--- src/rtl/pin_evt_pkg.sv ---
package pin_evt_pkg;

  typedef enum logic [2:0] {
    K_STAT  = 3'd0,
    K_RISE  = 3'd1,
    K_FALL  = 3'd2,
    K_HIGH  = 3'd3,
    K_LOW   = 3'd4,
    K_ARISE = 3'd5,
    K_AFALL = 3'd6
  } reg_kind_e;

  localparam int NUM_KINDS = 7;
  localparam int NUM_IRQS  = 3;

  typedef struct packed {
    logic      hit;
    reg_kind_e kind;
    logic [3:0] word;
  } reg_sel_t;

  // Byte offset of word 0 of each register kind; software depends on these.
  function automatic int kind_base(input int k);
    case (k)
      0:       return 'h40;
      1:       return 'h4C;
      2:       return 'h58;
      3:       return 'h64;
      4:       return 'h70;
      5:       return 'h7C;
      default: return 'h88;
    endcase
  endfunction

  function automatic reg_sel_t decode_addr(input logic [15:0] addr, input int nwords);
    reg_sel_t s;
    int diff;
    s = '0;
    for (int k = 0; k < NUM_KINDS; k++) begin
      diff = int'(addr) - kind_base(k);
      if (diff >= 0 && diff < nwords * 4 && (diff & 3) == 0) begin
        s.hit  = 1'b1;
        s.kind = reg_kind_e'(k);
        s.word = 4'(diff / 4);
      end
    end
    return s;
  endfunction

endpackage

--- src/rtl/pe_sync.sv ---
module pe_sync #(
  parameter int WIDTH  = 54,
  parameter int STAGES = 2
) (
  input  logic             clk,
  input  logic             rst_n,
  input  logic [WIDTH-1:0] d,
  output logic [WIDTH-1:0] cur,
  output logic [WIDTH-1:0] prev
);
  logic [WIDTH-1:0] chain [STAGES];

  for (genvar s = 0; s < STAGES; s++) begin : g_stage
    if (s == 0) begin : g_first
      always_ff @(posedge clk) begin
        if (!rst_n) chain[s] <= '0;
        else        chain[s] <= d;
      end
    end else begin : g_next
      always_ff @(posedge clk) begin
        if (!rst_n) chain[s] <= '0;
        else        chain[s] <= chain[s-1];
      end
    end
  end

  assign cur = chain[STAGES-1];

  always_ff @(posedge clk) begin
    if (!rst_n) prev <= '0;
    else        prev <= cur;
  end
endmodule

--- src/rtl/pe_qualify.sv ---
module pe_qualify #(
  parameter int WIDTH = 54
) (
  input  logic [WIDTH-1:0] cur,
  input  logic [WIDTH-1:0] prev,
  input  logic [WIDTH-1:0] en_rise,
  input  logic [WIDTH-1:0] en_fall,
  input  logic [WIDTH-1:0] en_high,
  input  logic [WIDTH-1:0] en_low,
  output logic [WIDTH-1:0] ev_vec
);
  for (genvar p = 0; p < WIDTH; p++) begin : g_pin
    logic up, down;
    assign up   = cur[p] & ~prev[p];
    assign down = ~cur[p] & prev[p];
    assign ev_vec[p] = (en_rise[p] & up) | (en_fall[p] & down) |
                       (en_high[p] & cur[p]) | (en_low[p] & ~cur[p]);
  end
endmodule

--- src/rtl/pe_status.sv ---
module pe_status #(
  parameter int WIDTH = 54
) (
  input  logic             clk,
  input  logic             rst_n,
  input  logic [WIDTH-1:0] ev_vec,
  input  logic [WIDTH-1:0] clr_mask,
  output logic [WIDTH-1:0] status_q
);
  // A new event wins over a clear in the same cycle.
  always_ff @(posedge clk) begin
    if (!rst_n) status_q <= '0;
    else        status_q <= (status_q & ~clr_mask) | ev_vec;
  end
endmodule

--- src/rtl/pe_regs.sv ---
module pe_regs
  import pin_evt_pkg::*;
#(
  parameter int NUM_PINS = 54,
  parameter int ADDR_W   = 8
) (
  input  logic                clk,
  input  logic                rst_n,
  input  logic                bus_wr,
  input  logic                bus_rd,
  input  logic [ADDR_W-1:0]   bus_addr,
  input  logic [31:0]         bus_wdata,
  input  logic [NUM_PINS-1:0] status_q,
  output logic [NUM_PINS-1:0] en_rise,
  output logic [NUM_PINS-1:0] en_fall,
  output logic [NUM_PINS-1:0] en_high,
  output logic [NUM_PINS-1:0] en_low,
  output logic [NUM_PINS-1:0] clr_mask,
  output logic [31:0]         bus_rdata,
  output logic                bus_rvalid
);
  localparam int NUM_WORDS = (NUM_PINS + 31) / 32;
  localparam int PAD_W     = NUM_WORDS * 32;

  reg_sel_t sel;
  assign sel = decode_addr(16'(bus_addr), NUM_WORDS);

  function automatic logic [NUM_PINS-1:0] merge_word(
      input logic [NUM_PINS-1:0] old, input logic [3:0] w, input logic [31:0] data);
    logic [PAD_W-1:0] pad;
    pad = PAD_W'(old);
    pad[int'(w)*32 +: 32] = data;
    return pad[NUM_PINS-1:0];
  endfunction

  function automatic logic [31:0] pick_word(
      input logic [NUM_PINS-1:0] v, input logic [3:0] w);
    logic [PAD_W-1:0] pad;
    pad = PAD_W'(v);
    return pad[int'(w)*32 +: 32];
  endfunction

  logic [NUM_PINS-1:0] en_q [1:NUM_KINDS-1];

  for (genvar k = 1; k < NUM_KINDS; k++) begin : g_en
    always_ff @(posedge clk) begin
      if (!rst_n)
        en_q[k] <= '0;
      else if (bus_wr && sel.hit && int'(sel.kind) == k)
        en_q[k] <= merge_word(en_q[k], sel.word, bus_wdata);
    end
  end

  assign en_rise = en_q[int'(K_RISE)];
  assign en_fall = en_q[int'(K_FALL)];
  assign en_high = en_q[int'(K_HIGH)];
  assign en_low  = en_q[int'(K_LOW)];

  always_comb begin
    clr_mask = '0;
    if (bus_wr && sel.hit && sel.kind == K_STAT)
      clr_mask = merge_word('0, sel.word, bus_wdata);
  end

  logic [NUM_PINS-1:0] rd_src;
  always_comb begin
    rd_src = '0;
    if (sel.kind == K_STAT) rd_src = status_q;
    for (int k = 1; k < NUM_KINDS; k++)
      if (int'(sel.kind) == k) rd_src = en_q[k];
  end

  always_ff @(posedge clk) begin
    if (!rst_n) begin
      bus_rdata  <= '0;
      bus_rvalid <= 1'b0;
    end else begin
      bus_rvalid <= bus_rd;
      if (bus_rd) bus_rdata <= sel.hit ? pick_word(rd_src, sel.word) : 32'h0;
    end
  end
endmodule

--- src/rtl/pin_event_top.sv ---
module pin_event_top
  import pin_evt_pkg::*;
#(
  parameter int NUM_PINS    = 54,
  parameter int SYNC_STAGES = 2,
  parameter int ADDR_W      = 8,
  parameter int GRP1_FIRST  = 28,
  parameter int GRP2_FIRST  = 46
) (
  input  logic                clk,
  input  logic                rst_n,
  input  logic [NUM_PINS-1:0] pin_in,
  input  logic                bus_wr,
  input  logic                bus_rd,
  input  logic [ADDR_W-1:0]   bus_addr,
  input  logic [31:0]         bus_wdata,
  output logic [31:0]         bus_rdata,
  output logic                bus_rvalid,
  output logic [NUM_IRQS-1:0] irq_out
);
  logic [NUM_PINS-1:0] cur, prev, ev_vec, clr_mask, status_q;
  logic [NUM_PINS-1:0] en_rise, en_fall, en_high, en_low;

  pe_sync #(.WIDTH(NUM_PINS), .STAGES(SYNC_STAGES)) u_sync (
    .clk(clk), .rst_n(rst_n), .d(pin_in), .cur(cur), .prev(prev));

  pe_qualify #(.WIDTH(NUM_PINS)) u_qual (
    .cur(cur), .prev(prev), .en_rise(en_rise), .en_fall(en_fall),
    .en_high(en_high), .en_low(en_low), .ev_vec(ev_vec));

  pe_status #(.WIDTH(NUM_PINS)) u_stat (
    .clk(clk), .rst_n(rst_n), .ev_vec(ev_vec), .clr_mask(clr_mask),
    .status_q(status_q));

  pe_regs #(.NUM_PINS(NUM_PINS), .ADDR_W(ADDR_W)) u_regs (
    .clk(clk), .rst_n(rst_n), .bus_wr(bus_wr), .bus_rd(bus_rd),
    .bus_addr(bus_addr), .bus_wdata(bus_wdata), .status_q(status_q),
    .en_rise(en_rise), .en_fall(en_fall), .en_high(en_high), .en_low(en_low),
    .clr_mask(clr_mask), .bus_rdata(bus_rdata), .bus_rvalid(bus_rvalid));

  function automatic logic [NUM_PINS-1:0] group_mask(input int g);
    logic [NUM_PINS-1:0] m;
    int lo, hi;
    lo = (g == 0) ? 0 : (g == 1) ? GRP1_FIRST : GRP2_FIRST;
    hi = (g == 0) ? GRP1_FIRST : (g == 1) ? GRP2_FIRST : NUM_PINS;
    m = '0;
    for (int p = 0; p < NUM_PINS; p++)
      if (p >= lo && p < hi) m[p] = 1'b1;
    return m;
  endfunction

  for (genvar g = 0; g < NUM_IRQS; g++) begin : g_irq
    localparam logic [NUM_PINS-1:0] MASK = group_mask(g);
    assign irq_out[g] = |(status_q & MASK);
  end
endmodule

--- config.mk ---
export PLATFORM = sky130hd
export DESIGN_NAME = pin_event_top
export DESIGN_NICKNAME = d
export VERILOG_FILES = /design/src/rtl/pin_evt_pkg.sv /design/src/rtl/pe_sync.sv /design/src/rtl/pe_qualify.sv /design/src/rtl/pe_status.sv /design/src/rtl/pe_regs.sv /design/src/rtl/pin_event_top.sv
export SDC_FILE = /design/constraint.sdc
export NUM_CORES = 1
export LEC_CHECK = 0
export BUFFER_PORTS_ARGS = -buffer_cell sky130_fd_sc_hd__buf_2
export CAP_MARGIN = 25
export CORE_UTILIZATION = 25
export CTS_CLUSTER_DIAMETER = 150
export DETAILED_ROUTE_END_ITERATION = 8
export PLACE_DENSITY_LB_ADDON = 0.1
export SLEW_MARGIN = 20
export SYNTH_ARGS = -nofsm -noshare
export SYNTH_HDL_FRONTEND = slang
export SYNTH_SLANG_ARGS = --single-unit
--- constraint.sdc ---
create_clock -name clk -period 7.8 [get_ports clk]
set_input_delay 0.39 -clock clk [delete_from_list [all_inputs] [get_ports clk]]
set_output_delay 0.39 -clock clk [all_outputs]
set_load 0.05 [all_outputs]
Yosys cells after proc, flatten, opt, wreduce, memory -nomap -nowiden --
Memory sizes are Yosys's and may differ from the RTL's. Cells that the tools add are included.
Operators by class: add/subtract/negate cells 15, magnitude comparators 14, equal/unequal tests 6, shift-type cells 3, mux-type cells 50, bitwise gates (word level) 613, reductions and logical operators 40
Operators by type and width (count):
- 2-to-1 mux 54 bit | 16
- bitwise mux 64 bit | 6
- bitwise AND 1 bit | 331
- zero test 32 bit | 7
- OR 1 bit | 170
- bitwise AND 54 bit | 2
- NOT 1 bit | 108
- variable shift 32 x 33 -> 64 bit, first input constant | 1
- variable part select 32 x 33 -> 64 bit | 1
- variable part select 64 x 10 -> 32 bit | 1
- greater-or-equal comparator 9 x 1 -> 1 bit, second input constant | 7
- < comparator 9 x 5 -> 1 bit, second input constant | 7
- 2-to-1 mux 8 bit | 7
- NOT 54 bit | 1
- OR 54 bit | 1
- subtractor 8 x 7 -> 9 bit, second input constant | 6
- negator 9 -> 33 bit | 1
- 2-to-1 mux 32 bit | 1
- adder 4 x 1 -> 4 bit | 7
- OR reduction 28 bit | 1
- logical AND 1 bit | 22
- 2-to-1 mux 1 bit | 20
- OR reduction 18 bit | 1
- OR reduction 2 bit | 7
- 5 further kinds | 9
Word-level totals: register bits after elaboration 141, RAM bits 432, output and inout bits 36, word-level logic and storage cells 747, memories kept 2
Memories:
- u_regs.en_q | depth 6, bits a word 54, rd ports 6, clocked after memory_dff 0, write ports 6, RTL line pe_regs.sv:43 | logic [NUM_PINS-1:0] en_q [1:NUM_KINDS-1];
- u_sync.chain | depth 2, bits a word 54, rd ports 2, clocked after memory_dff 0, write ports 2, RTL line pe_sync.sv:11 | logic [WIDTH-1:0] chain [STAGES];

Logic depth before layout (Yosys ltp) --
word-level depth 21, mapped depth 26, depth with buffers taken out 20

Cells and area by module --
Synthesis repeated with hierarchy kept, for this count alone.
Second synthesis, totals: cell total of the unflattened synthesis 2864, area, all modules 29449.5 sq um
Modules (own cells, without submodules):
- pe_regs | times used 1, cells each 2121, area an instance 21360.5 sq um, sequential area each 10390.0 sq um
- pe_sync | times used 1, cells each 341, area an instance 4398.0 sq um, sequential area each 3243.1 sq um
- pe_status | times used 1, cells each 168, area an instance 1888.1 sq um, sequential area each 1081.0 sq um
- pe_qualify | times used 1, cells each 216, area an instance 1689.1 sq um, sequential area each 0.0 sq um
- pin_event_top | times used 1, cells each 18, area an instance 113.9 sq um, sequential area each 0.0 sq um

Least setup slack after synthesis --
Ideal clock, no wire load.
path kind input to register, from input port bus_addr[7], to memory u_regs.en_q[2][0], enable pin, library setup time 546 ps, data arrival time 6916 ps, path slack 338 ps, cell stages on the path 16, buffers on the path 2, path through clkbuf_1 inv_1 ha_1 clkbuf_1 nand3_1 nand2_1 nand2_1 nor4_1 ha_1 nor3b_1 nor2_1 o21ai_1 a2111oi_2 nand2b_1 nand2_1 o31ai_1
RTL lines:
- start: declaration | RTL line pin_event_top.sv:15 | input logic [ADDR_W-1:0] bus_addr,
- end: declaration | RTL line pe_regs.sv:43

Final worst setup path --
from input port bus_addr[4], to register u_stat.status_q[37]
Between the ends: cells in the longest elaborated chain, start to end 18, elaborated cells on any way between the ends 67
Ends and longest elaborated chain:
- subtractor 8 x 7 -> 9 bit | RTL line pin_evt_pkg.sv:40 | diff = int'(addr) - kind_base(k);
- greater-or-equal comparator 9 x 1 -> 1 bit or < comparator 9 x 5 -> 1 bit (tied branches) | RTL line pin_evt_pkg.sv:41 | if (diff >= 0 && diff < nwords * 4 && (diff & 3) == 0) begin
- logical AND 1 bit (2 in series) | RTL line pin_evt_pkg.sv:41
- 2-to-1 mux 8 bit (6 in series) | RTL line pin_evt_pkg.sv:41
- 2-to-1 mux 8 bit * | RTL line pin_evt_pkg.sv:41
- negator 9 -> 33 bit | RTL line pe_regs.sv:32 | pad[int'(w)*32 +: 32] = data;
- variable part select 32 x 33 -> 64 bit or variable shift 32 x 33 -> 64 bit (tied branches)
- bitwise AND 54 bit (no line)
- 2-to-1 mux 54 bit * | RTL line pe_regs.sv:61 | if (bus_wr && sel.hit && sel.kind == K_STAT)
- NOT 54 bit * | RTL line pe_status.sv:13 | else status_q <= (status_q & ~clr_mask) | ev_vec;
- bitwise AND 54 bit * | RTL line pe_status.sv:13
- OR 54 bit * | RTL line pe_status.sv:13
- end signal: assignment | RTL line pe_status.sv:13
- end: declaration | RTL line pe_status.sv:8 | output logic [WIDTH-1:0] status_q
Mark *: on every way between the ends. The rest lies on a longest branch, timed or not. A chain may end at the register's enable or synchronous reset.

==> qor.csv <==
stage,metric,value,unit
floorplanning,Die Y,329,µm
clocking,"Gates resized, CTS repair",0,
yosys,synthesized cell area,26700,µm²
sta,final hold violation count,0,
run,max cap viols,0,
drt,Starting DRT DRC Count,2233,
sta,RSZ-0062 raised after global routing,no,
yosys,Synth Flop Type,edfxtp_1,
pwr,Total Power,7.61,mW
yosys,"FFs w/ async S/R, synth",0,%
yosys,Yosys cell types,76,
sta,max-slew violation count,0,
clocking,Clock Latency Late Sink,0.65,ns
clocking,Clock transition at path regs,0.06,ns
final_layout,Area Growth Syn to Fin,20.6,%
drt,DR pass1 iterations,7,
sta,setup tns final,0,ns
floorplanning,# IOs,134,
worst_setup_path,Worst EP required,8.33,ns
sta,"Min Clock Period, post-route",5.40,ns
clocking,H-tree depth,3,
yosys,Synth Area in Compound Gates,21.6,%
drt,WL/cell,27.4,µm
pwr,Pleak,11.9,nW
outcome,status,finished with violations,
clocking,Num Clock Sinks,573,
grt,initial antenna violation count,8,
place,HPWL after detailed placement,72800,µm
yosys,Avg Inst Size Synth,9.66,µm²
yosys,syn_nets,2902,
grt,GR Util All Layers,21.8,%
yosys,Adder-Cell Fraction of Synth Area,1.73,%
pwr,worst vdd ir,0.153,mV
clocking,Max Buffers Root-to-Sink,3,
sta,Setup Skew,0.0264,ns
final_layout,"commonest non-fill, non-tap cell in the layout",a21oi_1,
yosys,largest cells by area after synthesis,"edfxtp_1, dfxtp_1, a21oi_1",
place,port buffer count,133,
sta,worst hold margin,0.0466,ns
drt,vias post-DR,23000,
worst_setup_path,kind of critical path,in -> reg,
sta,# setup viols final,0,
worst_setup_path,Crit Path Max Fanout,67,
floorplanning,# rows,119,
yosys,Seq cells post-synth,573,
yosys,sequential element share of the synthesized area,55.0,%
pwr,P per Cell Area,236,nW/µm²
worst_setup_path,startpoint type of the worst setup path,input pin,
drt,# DRC,16,
floorplanning,core box area,106000,µm²
grt,first-pass GRT wire length,170000,µm
grt,grt total ovfl,0,
sta,Final Cycle Share,69.2,%
sta,Rel. slew slack,31.4,%
floorplanning,die area,108000,µm²
yosys,Post-synth EDFFs,324,
clocking,TritonCTS Buffers,72,
final_layout,fin nets,3051,
sta,Worst Tran Pin Value,1.03,ns
grt,largest net degree at the start of global routing,109,
grt,vias in the first global route,22500,
clocking,Hold Buf Count CTS,53,
floorplanning,Die Wd,329,µm
yosys,Yosys top cell by area,edfxtp_1,
clocking,Root Driver,clkbuf_16,
yosys,top cell type's share of synthesized area,36.4,%
yosys,mux cell area share after synthesis,1.35,%
drt,routed wire length,120000,µm
floorplanning,starting density of the core,25.3,%
yosys,Synth Area in Simple Gates,15.2,%
drt,post-route antenna net violation count,0,
hold_path,worst hold path class,in -> reg,
worst_setup_path,WP data arrival,5.93,ns
sta,Peak Freq,185,MHz
drt,Via-to-Cell Ratio,5.28,
final_layout,layout cells sized above 1,12.7,%
final_layout,most frequent cells in the layout,"a21oi_1, nand2_1, edfxtp_1, dfxtp_1, and2_1",
yosys,Yosys Warn Count,0,
clocking,post-CTS setup buffers,0,
place,final weighted congestion in routability-driven placement,0.819,
clocking,CTS tree,built,
worst_setup_path,Setup crit end kind,flop,
yosys,main combinational cell family by area after synthesis,compound AO/OA/AOI/OAI gates,
yosys,Synth Area in XOR/XNOR,0.847,%
outcome,failing checks,DRC,
yosys,Post-Syn Instances,2767,
per-stage QoR:
| step | setup slack (ns) | std cells | util, % | area, µm² |
|---|---|---|---|---|
| 2_1_floorplan | 0.338 | 2767 | - | 26700 |
| 3_3_place_gp | 1.86 | 4178 | 27.7 | 29200 |
| 3_5_place_dp | 1.80 | 4179 | 27.7 | 29300 |
| 4_1_cts | 2.50 | 4365 | 30.5 | 32200 |
| 5_1_grt | 2.05 | 4366 | 30.5 | 32200 |
| 6_report | 2.40 | 4368 | 30.5 | 32200 |
final cells by class:
| cell class | count | area [µm²] |
|---|---|---|
| inverter | 96 | 360 |
| antenna | 2 | 5.00 |
| fill | 11000 | 73500 |
| clock inverter | 34 | 293 |
| tap | 1391 | 1740 |
| timing repair buffer | 264 | 1930 |
| multi-input combinational | 1909 | 11100 |
| clock buffer | 99 | 2100 |
| sequential | 573 | 14700 |
power breakdown:
part           switching, mW  total, mW  internal [mW]
logic                  0.559      0.797          0.238
registers             0.0994       3.40           3.30
clock network           1.39       3.41           2.02
total                   2.05       7.61           5.56
cell families after synthesis:
logic type	count (synthesis)
multiplexers	35
AND/OR/NAND/NOR	848
buffers and inverters	285
AO/OA/AOI/OAI	964
adder cells (fa/ha/maj)	37
flip-flops	573
XOR/XNOR	25
synthesized netlist by cell type (24+ instances only):
library cell / count
o21ai_0: 99
nand2_1: 457
clkbuf_1: 153
o21a_1: 35
dfxtp_1: 249
and2_1: 170
o22ai_1: 31
nand3_1: 61
ha_1: 37
a221o_1: 27
a31oi_1: 51
nor2_1: 62
a21oi_1: 514
edfxtp_1: 324
inv_1: 95
a221oi_1: 24
a211oi_1: 79
mux2i_1: 27
critical path, cell delays in order:
cell,delay (ns)
buf_2,0.35
inv_1,0.24
ha_1,0.29
nand2_1,0.10
a21o_1,0.19
nor2_1,0.07
ha_1,0.23
ha_1,0.20
xnor2_1,0.24
a21oi_1,0.10
nor3_1,0.23
a221oi_1,0.11
a31oi_1,0.35
nand3_1,0.30
and3_1,0.31
ha_1,0.29
nand3b_1,0.13
or4b_4,0.90
buf_4,0.41
nor4bb_1,0.34
nor2_1,0.08
sequential cells by signal, summed over array words and instances, names as in the netlist:
signal,count
u_regs.bus_rdata,32
u_regs.bus_rvalid,1
u_regs.en_q,324
u_stat.status_q,54
u_sync.chain,108
u_sync.prev,54
path summary, 6_finish.rpt:
path,slack [ns],to,depth (start not counted),start
max,2.40,u_stat.status_q[37],21,bus_addr[4]
max reg2reg,6.06,u_regs.bus_rdata[0],4,u_regs.en_q[3][0]
min reg2reg,0.42,u_sync.chain[1][20],1,u_sync.chain[0][20]
min,0.05,u_sync.chain[0][7],2,pin_in[7]
layer usage:
metal,global-route usage (%),routed length [µm],up-vias
met3,3.69,8100,192
met4,7.04,3620,2
li1,-,-,10400
met1,29.6,52900,11600
met2,35.2,55100,895
met5,0,12,-
Power figures use the tool's default switching activity.
